--- src/rtl/dpot_pkg.sv ---
package dpot_pkg;
  localparam int TAPS   = 64;
  localparam int WBITS  = $clog2(TAPS);
  localparam int NCH    = 2;
  localparam int CHBITS = $clog2(NCH);
  localparam int NREG   = 4;
  localparam int RBITS  = $clog2(NREG);

  typedef enum logic [2:0] {
    OP_WIPER_WRITE = 3'd0,
    OP_REG_READ    = 3'd1,
    OP_REG_WRITE   = 3'd2,
    OP_LOAD_REG    = 3'd3,
    OP_SAVE_WIPER  = 3'd4,
    OP_STEP_UP     = 3'd5,
    OP_STEP_DOWN   = 3'd6,
    OP_WIPER_READ  = 3'd7
  } opcode_e;

  typedef enum logic [1:0] {
    WSRC_HOST = 2'd0,
    WSRC_REG  = 2'd1,
    WSRC_UP   = 2'd2,
    WSRC_DOWN = 2'd3
  } wiper_src_e;

  typedef struct packed {
    logic              loadWiper;
    wiper_src_e        wiperSrc;
    logic              writeReg;
    logic              regFromWiper;
    logic              readReg;
    logic              readWiper;
    logic [CHBITS-1:0] ch;
    logic [RBITS-1:0]  sel;
    logic [WBITS-1:0]  data;
  } strobe_t;
endpackage

--- src/rtl/dpot_ctrl.sv ---
module dpot_ctrl
  import dpot_pkg::*;
#(
  parameter int BUSY_CYCLES = 500000
) (
  input  logic              clk,
  input  logic              porRstN,
  input  logic              softRstN,
  input  logic              cmdValid,
  output logic              cmdReady,
  input  logic [2:0]        cmdOp,
  input  logic [CHBITS-1:0] cmdCh,
  input  logic [RBITS-1:0]  cmdSel,
  input  logic [WBITS-1:0]  cmdData,
  output strobe_t           stb,
  output logic              rdValid
);
  localparam int CW = $clog2(BUSY_CYCLES + 1);

  logic [CW-1:0] busyCnt;
  logic          accept;
  logic          isStore;
  logic          isRead;
  opcode_e       op;

  assign op       = opcode_e'(cmdOp);
  assign cmdReady = (busyCnt == '0) && softRstN;
  assign accept   = cmdValid && cmdReady;
  assign isStore  = (op == OP_REG_WRITE) || (op == OP_SAVE_WIPER);
  assign isRead   = (op == OP_REG_READ) || (op == OP_WIPER_READ);

  always_comb begin
    stb      = '0;
    stb.ch   = cmdCh;
    stb.sel  = cmdSel;
    stb.data = cmdData;
    if (accept) begin
      unique case (op)
        OP_WIPER_WRITE: begin stb.loadWiper = 1'b1; stb.wiperSrc = WSRC_HOST; end
        OP_LOAD_REG:    begin stb.loadWiper = 1'b1; stb.wiperSrc = WSRC_REG;  end
        OP_STEP_UP:     begin stb.loadWiper = 1'b1; stb.wiperSrc = WSRC_UP;   end
        OP_STEP_DOWN:   begin stb.loadWiper = 1'b1; stb.wiperSrc = WSRC_DOWN; end
        OP_REG_WRITE:   stb.writeReg = 1'b1;
        OP_SAVE_WIPER:  begin stb.writeReg = 1'b1; stb.regFromWiper = 1'b1; end
        OP_REG_READ:    stb.readReg = 1'b1;
        OP_WIPER_READ:  stb.readWiper = 1'b1;
        default:        ;
      endcase
    end
  end

  always_ff @(posedge clk or negedge porRstN) begin
    if (!porRstN) begin
      busyCnt <= '0;
      rdValid <= 1'b0;
    end else begin
      rdValid <= accept && isRead;
      if (accept && isStore)      busyCnt <= CW'(BUSY_CYCLES);
      else if (busyCnt != '0)     busyCnt <= busyCnt - 1'b1;
    end
  end

  AST_BUSY_AFTER_STORE: assert property (@(posedge clk) disable iff (!porRstN)
    (accept && isStore) |=> !cmdReady);
  AST_READ_PULSE: assert property (@(posedge clk) disable iff (!porRstN)
    (accept && isRead) |=> rdValid);
  AST_NO_READ_PULSE: assert property (@(posedge clk) disable iff (!porRstN)
    !(accept && isRead) |=> !rdValid);
  AST_SOFT_BLOCKS: assert property (@(posedge clk) disable iff (!porRstN)
    !softRstN |-> !cmdReady);
endmodule

--- src/rtl/dpot_datapath.sv ---
module dpot_datapath
  import dpot_pkg::*;
#(
  parameter logic [WBITS-1:0] DEFAULT_VAL = '0
) (
  input  logic                clk,
  input  logic                porRstN,
  input  logic                softRstN,
  input  strobe_t             stb,
  output logic [WBITS-1:0]    rdData,
  output logic [NCH*TAPS-1:0] tapSel
);
  localparam logic [WBITS-1:0] MAX_TAP = WBITS'(TAPS - 1);

  logic [NCH-1:0][WBITS-1:0]            wiper;
  logic [NCH-1:0][NREG-1:0][WBITS-1:0]  dreg;
  logic [WBITS-1:0]                     nextWiper;
  logic [WBITS-1:0]                     curWiper;

  assign curWiper = wiper[stb.ch];

  always_comb begin
    unique case (stb.wiperSrc)
      WSRC_HOST: nextWiper = stb.data;
      WSRC_REG:  nextWiper = dreg[stb.ch][stb.sel];
      WSRC_UP:   nextWiper = (curWiper == MAX_TAP) ? curWiper : curWiper + 1'b1;
      default:   nextWiper = (curWiper == '0) ? curWiper : curWiper - 1'b1;
    endcase
  end

  always_ff @(posedge clk or negedge porRstN) begin
    if (!porRstN) begin
      wiper <= {NCH{DEFAULT_VAL}};
    end else begin
      for (int c = 0; c < NCH; c++) begin
        if (!softRstN)
          wiper[c] <= dreg[c][0];
        else if (stb.loadWiper && (stb.ch == CHBITS'(c)))
          wiper[c] <= nextWiper;
      end
    end
  end

  always_ff @(posedge clk or negedge porRstN) begin
    if (!porRstN) begin
      dreg <= {(NCH*NREG){DEFAULT_VAL}};
    end else if (stb.writeReg) begin
      dreg[stb.ch][stb.sel] <= stb.regFromWiper ? curWiper : stb.data;
    end
  end

  always_ff @(posedge clk or negedge porRstN) begin
    if (!porRstN)            rdData <= '0;
    else if (stb.readReg)    rdData <= dreg[stb.ch][stb.sel];
    else if (stb.readWiper)  rdData <= curWiper;
  end

  for (genvar c = 0; c < NCH; c++) begin : g_tap
    assign tapSel[c*TAPS +: TAPS] = TAPS'(1) << wiper[c];

    AST_TAP_ONEHOT: assert property (@(posedge clk) disable iff (!porRstN)
      $countones(tapSel[c*TAPS +: TAPS]) == 1);
  end

  AST_STEP_KEEPS_REGS: assert property (@(posedge clk) disable iff (!porRstN)
    (stb.loadWiper && (stb.wiperSrc == WSRC_UP || stb.wiperSrc == WSRC_DOWN))
    |=> $stable(dreg));
  AST_SAT_HIGH: assert property (@(posedge clk) disable iff (!porRstN)
    (softRstN && stb.loadWiper && stb.wiperSrc == WSRC_UP && curWiper == MAX_TAP)
    |=> $stable(wiper));
  AST_SAT_LOW: assert property (@(posedge clk) disable iff (!porRstN)
    (softRstN && stb.loadWiper && stb.wiperSrc == WSRC_DOWN && curWiper == '0)
    |=> $stable(wiper));
  AST_SOFT_RELOAD: assert property (@(posedge clk) disable iff (!porRstN)
    !softRstN |=> (wiper[0] == $past(dreg[0][0])) && (wiper[1] == $past(dreg[1][0])));
  AST_SOFT_KEEPS_REGS: assert property (@(posedge clk) disable iff (!porRstN)
    !softRstN |=> $stable(dreg));
endmodule

--- src/rtl/dpot_wiper_ctrl.sv ---
module dpot_wiper_ctrl
  import dpot_pkg::*;
#(
  parameter int                BUSY_CYCLES = 500000,
  parameter logic [WBITS-1:0]  DEFAULT_VAL = '0
) (
  input  logic                clk,
  input  logic                porRstN,
  input  logic                softRstN,
  input  logic                cmdValid,
  output logic                cmdReady,
  input  logic [2:0]          cmdOp,
  input  logic [CHBITS-1:0]   cmdCh,
  input  logic [RBITS-1:0]    cmdSel,
  input  logic [WBITS-1:0]    cmdData,
  output logic                rdValid,
  output logic [WBITS-1:0]    rdData,
  output logic [NCH*TAPS-1:0] tapSel
);
  strobe_t stb;

  dpot_ctrl #(.BUSY_CYCLES(BUSY_CYCLES)) u_ctrl (
    .clk(clk), .porRstN(porRstN), .softRstN(softRstN),
    .cmdValid(cmdValid), .cmdReady(cmdReady), .cmdOp(cmdOp),
    .cmdCh(cmdCh), .cmdSel(cmdSel), .cmdData(cmdData),
    .stb(stb), .rdValid(rdValid)
  );

  dpot_datapath #(.DEFAULT_VAL(DEFAULT_VAL)) u_dp (
    .clk(clk), .porRstN(porRstN), .softRstN(softRstN),
    .stb(stb), .rdData(rdData), .tapSel(tapSel)
  );
endmodule

--- config.mk ---
export PLATFORM = sky130hd
export DESIGN_NAME = dpot_wiper_ctrl
export DESIGN_NICKNAME = d
export VERILOG_FILES = /design/src/rtl/dpot_pkg.sv /design/src/rtl/dpot_ctrl.sv /design/src/rtl/dpot_datapath.sv /design/src/rtl/dpot_wiper_ctrl.sv
export SDC_FILE = /design/constraint.sdc
export NUM_CORES = 1
export LEC_CHECK = 0
export BUFFER_PORTS_ARGS = -buffer_cell sky130_fd_sc_hd__buf_2
export CORE_ASPECT_RATIO = 0.7
export CORE_UTILIZATION = 50
export CTS_BUF_LIST = sky130_fd_sc_hd__clkbuf_16
export DETAILED_ROUTE_END_ITERATION = 7
export HOLD_SLACK_MARGIN = 0.03
export PLACE_DENSITY = 0.86
export SLEW_MARGIN = 20
export SYNTH_ARGS = -nofsm -noshare
export SYNTH_HDL_FRONTEND = slang
export SYNTH_HIERARCHICAL = 1
export SYNTH_SLANG_ARGS = --single-unit
--- constraint.sdc ---
create_clock -name clk -period 9.5 [get_ports clk]
set_input_delay 1.9 -clock clk [delete_from_list [all_inputs] [get_ports clk]]
set_output_delay 1.9 -clock clk [all_outputs]
set_load 0.03 [all_outputs]
==> results.yml, run 1 <==
floorplanning:
  initial_core_util_pct: 52.47
  ios: 152
  core_region_area_um2: 11210
  die_area_um2: 12210
  row_count: 32
  die_w_um: 131.6
  fp.dieH_um: 92.75
layout:
  syn_to_final_growth_pct: 15.76
  fill_cells: 987
  finalNetCount: 883
  layoutNonFillerInstCount: 1021
  diodes: 0
  final_cell_mix: "nor2_1, buf_2, nand2_1, dfrtp_1, o21ai_0"
  fin_util_pct: 60.74
  layout_commonest_cell: "nor2_1"
  layout-drive-gt1-share_pct: 22.47
drt:
  num_vias: 5998
  ant_nets: 0
  post-route-drc-count: 0
  viasPerCell: 5.875
  dr.pass1.iters: 7
  routed_wl_um: 17080
  drtIter0Drc: 730
  wl_per_cell_um: 16.73
synthesis:
  synth-edff-count: 0
  ys_warn_count: 6
  synth_flop_cell: "dfrtp_1"
  synthCells: 760
  synth_seq_cells: 86
  syn_nets: 780
  ys_seq_area_share_pct: 36.59
  syn_area_um2: 5882
  synth.distinct_cells: 72
  synthArstFlopShare_pct: 100.0
  syn_avg_cell_area_um2: 7.739
global_route:
  grt_use_total_pct: 28.36
  first_global_vias: 5325
  grt_max_degree: 74
  antenna_found_initial: 0
  grt_pass1_wl_um: 27450
  gr-total-overflow: 0
sta:
  rsz0062_at_grt: "false"
  slew_violations: 0
  tns_ps: 0
  min_period_over_period_pct: 48.95
  min_period_ps: 4650
  max_slew_margin_pct: 32.47
  worst_pin_slew_ps: 1002
  finalSetupViolCount: 0
  finalHoldViolCount: 0
  fmax_mhz: 215.1
  fin_worst_skew_ps: 5.445
  fin_ws_ps: 4850
placement:
  gp_congestion: 0.9802
  dp_slack_ps: 4638
  dp.cells: 1005
  place_hpwl_um: 12660
  portBuffers: 151
worst_setup_path:
  cp.arrival_ps: 2750
  timing.rr.start: "u_ctrl/busyCnt[0]"
  cp-start-kind: "input port"
  startpoint: "softRstN"
  critPathKind: "in2out"
  ff2ff_setup_slack_ps: 5430
  end_kind: "output port"
  required_ps: 7600
  crit_fanout: 30
clock_network:
  numClockSinks: 86
  clk-insertion-delay-late_ps: 340
  cts_hold_buf: 0
  clk_path_buf_depth: 2
  clkSlewWorstSetupHoldPaths_ps: 60
  cts_resized: 0
  numCtsBuffers: 9
  htree_levels: 3
  cts_tree: "built"
  root_buffer: "clkbuf_16"
  cts_setup_buffers: 0
run:
  drv_cap: 0
power:
  power_w: 0.0007811
  ir_drop_mv: 0.09726
  power.density_nw_per_um2: 114.7
  p_leak_nw: 3.185
outcome:
  status: "finished clean"
min_path:
  hp-class: "reg2reg"
  min_from: "u_dp/dreg[12]"
[critical path, cell delays in order]
cell and delay, ps:
buf_2 410, and3_1 250, buf_2 200
[metrics by stage]
step	instance area, um^2	hold WS, ps
6_report	6809	480.5
5_1_grt	6809	507.8
4_1_cts	6809	479.9
3_3_place_gp	6526	457.6
2_1_floorplan	5882	442.7
3_5_place_dp	6526	467.5
[cell type report]
cell class | count | area [um^2] | area share (%)
clock inverters | 7 | 57.56 | 0.8453
clock buffers | 9 | 225.2 | 3.308
well taps | 153 | 191.4 | 2.811
repair buffers | 153 | 773.2 | 11.36
inverters | 16 | 60.06 | 0.8820
multi-input cells | 597 | 3349 | 49.19
flip-flops and latches | 86 | 2152 | 31.61
[kinds of logic after synthesis]
group | Yosys count | synth area share, %
and+or+nand+nor | 393 | 31.55
AOI/OAI and AO/OA | 151 | 15.57
DFF | 86 | 36.59
buffers and inverters | 77 | 6.467
muxes | 36 | 7.041
xor gates and xnor gates | 13 | 1.936
adders and majority gates | 4 | 0.8509
[path summary, 6_finish.rpt]
kind	end	cells after the start
min in group asynchronous	u_ctrl/busyCnt[3]	1
max in group asynchronous	u_dp/dreg[3]	2
hold reg to reg	u_dp/dreg[12]	2
setup / recovery	cmdReady	3
setup reg to reg	u_dp/wiper[8]	11
hold / removal	u_dp/dreg[12]	2
[sequential cells by signal, summed over array words and instances (netlist names)]
register and cells:
u_ctrl/rdValid 1, u_dp/dreg 48, u_dp/rdData 6, u_ctrl/busyCnt 19, u_dp/wiper 12
[cells in the mapped netlist, types with 8 or more instances]
| cell type | n | area, um^2 |
|---|---|---|
| dfrtp_1 | 86 | 2152 |
| xor2_1 | 8 | 70.07 |
| nand3_1 | 27 | 135.1 |
| o21ai_0 | 79 | 395.4 |
| nor2_1 | 157 | 589.3 |
| clkbuf_1 | 38 | 142.6 |
| a31oi_1 | 9 | 56.30 |
| buf_4 | 10 | 75.07 |
| nand2_1 | 102 | 382.9 |
| inv_1 | 16 | 60.06 |
| mux2i_1 | 22 | 220.2 |
| a21oi_1 | 8 | 40.04 |
| nand2b_1 | 13 | 81.33 |
| a211oi_1 | 9 | 67.56 |
| nor3_1 | 16 | 80.08 |
| or3_1 | 10 | 62.56 |
| nor2b_1 | 14 | 87.58 |
[power breakdown]
group	switching [W]	total, W	internal, W
combinational	0.0000489	0.0000703	0.0000214
clock	0.000138	0.000337	0.000199
sequential	0.00000592	0.000374	0.000368
total	0.000192	0.000781	0.000589
[layer usage]
layer  track usage, %  vias up  part of all wire, %
met5                0        -                    0
met4            5.620        0                 0.85
met3            8.976       17                   12
met2            40.48      341                   41
met1            41.62     2823                   46
li1                 -     2817                    -
Note: power is estimated with default switching activity, not from simulation.
==> run 2, diff against run 1 <==
Settings changed: CORE_UTILIZATION 50 to 49, PLACE_DENSITY 0.86 to 0.88.
Clock period 9.5 ns to 3.9 ns, I/O delays scaled along.
==> results.yml, run 2 (same netlist as run 1, synthesis figures left out) <==
floorplanning:
  die_w_um: 133.0
  row_count: 33
  ios: 152
  fp.dieH_um: 93.67
  initial_core_util_pct: 50.34
  core_region_area_um2: 11690
  die_area_um2: 12450
worst_setup_path:
  crit_fanout: 8
  cp-start-kind: "flip-flop"
  critPathKind: "reg2reg"
  required_ps: 4150
  end_kind: "flip-flop"
  cp.arrival_ps: 3810
global_route:
  grt_use_total_pct: 27.85
  grt_pass1_wl_um: 27290
  gr-total-overflow: 0
  antenna_found_initial: 0
  grt_max_degree: 87
  first_global_vias: 5228
layout:
  finalNetCount: 888
  layout_commonest_cell: "nor2_1"
  layout-drive-gt1-share_pct: 23.02
  final_cell_mix: "nor2_1, buf_2, nand2_1, dfrtp_1, o21ai_0"
  largest_reg_flops: 48
  top_regs: "u_dp/dreg (48), u_ctrl/busyCnt (19), u_dp/wiper (12)"
  syn_to_final_growth_pct: 16.36
  largest-register: "u_dp/dreg"
  diodes: 0
  layoutNonFillerInstCount: 1030
power:
  p_int_w: 0.001369
  p_comb_share_pct: 9.5
  p_clk_share_pct: 41.1
  sw_frac_of_total_pct: 25.81
  power.density_nw_per_um2: 269.5
  p_sw_w: 0.0004761
  sequentialPowerShare_pct: 49.4
  ir_drop_mv: 0.2226
  p_leak_nw: 3.202
drt:
  wl_per_cell_um: 16.46
  drtIter0Drc: 577
  num_vias: 6022
  ant_nets: 0
  routed_wl_um: 16960
  dr.pass1.iters: 6
  viasPerCell: 5.847
  post-route-drc-count: 0
outcome:
  status: "finished clean"
sta:
  finalSetupViolCount: 0
  worst_pin_slew_ps: 1115
  slew_violations: 0
  fin_ws_ps: 343.7
  fin_worst_skew_ps: 4.226
  min_period_ps: 3556
  tns_ps: 0
  rsz0062_at_grt: "false"
  min_period_over_period_pct: 91.19
  finalHoldViolCount: 0
  fmax_mhz: 281.2
  max_slew_margin_pct: 24.86
clock_network:
  root_buffer: "clkbuf_16"
  clk_path_buf_depth: 2
  cts_hold_buf: 0
  cts_resized: 0
  clkSlewWorstSetupHoldPaths_ps: 60
  cts_setup_buffers: 0
  cts_tree: "built"
  clk-insertion-delay-late_ps: 340
  htree_levels: 3
  numClockSinks: 86
  numCtsBuffers: 9
placement:
  dp.cells: 1014
  place_hpwl_um: 12440
  gp_congestion: 0.9539
  dp_slack_ps: 347.7
  portBuffers: 151
min_path:
  hp-class: "in2async"
run:
  drv_cap: 0
## run 2: changes by cell type in the layout (fill, tap and decap cells not counted), sizes merged
cell    delta
buf        +5
bufinv     -1
clkinv     +2
inv        -1
## run 2: power by group through the flow
stage	clock [W]	sequential [W]	combinational, W
final	0.000758	0.000911	0.000175
after CTS	0.000773	0.000910	0.000172
after global routing	0.000810	0.000911	0.000189
after global placement	0	0.000926	0.000169
after detailed placement	0	0.000927	0.000171
after floorplan	0	0.000919	0.000129
## run 2: per-stage QoR
| stage | hold WS (ps) | utilization [%] | cell area (um^2) | power [W] |
|---|---|---|---|---|
| 2_1_floorplan | 442.7 | - | 5882 | 0.001048 |
| 3_3_place_gp | 454.4 | 56.32 | 6581 | 0.001095 |
| 3_5_place_dp | 467.0 | 56.32 | 6581 | 0.001098 |
| 4_1_cts | 479.8 | 58.53 | 6839 | 0.001855 |
| 5_1_grt | 504.4 | 58.57 | 6844 | 0.001911 |
| 6_report | 478.4 | 58.57 | 6844 | 0.001845 |
## run 2: routing by layer
metal  vias up  wire length, um  GRT usage (%)
met5         -                0              0
met3        18             1917          8.091
met2       335             7168          39.18
met4         0              106          4.981
li1       2831                -              -
met1      2838             7765          42.05
## run 2: worst max-delay path: stages (launching register included)
cell      delay (ps)
dfrtp_1          400
inv_1             80
ha_1             200
or4b_1           580
or4_4            630
nor3_4           260
and3b_1          210
nor2b_1          350
nand2b_1         100
mux2_2           270
o211ai_1         150
nor2_1           100
o22ai_1          140
## run 2: cell type report
class / count / area [um^2]
clock buffers: 9 / 225.2
well taps: 157 / 196.4
repair buffers: 158 / 827.0
clock inverters: 7 / 32.53
inverters: 16 / 60.06
multi-input cells: 597 / 3351
flip-flops and latches: 86 / 2152
fillers: 1039 / 4841
## run 2: final timing paths
kind | from | endpoint | slack, ps | cells after the start
hold reg to reg | u_dp/dreg[13] | u_dp/dreg[13] | 480 | 2
min in group clk | u_dp/dreg[13] | u_dp/dreg[13] | 480 | 2
hold / removal | porRstN | u_ctrl/busyCnt[5] | 480 | 1
setup reg to reg | u_ctrl/busyCnt[0] | u_dp/wiper[7] | 340 | 12
max in group asynchronous | porRstN | u_dp/wiper[5] | 2890 | 1
setup / recovery | u_ctrl/busyCnt[0] | u_dp/wiper[7] | 340 | 12
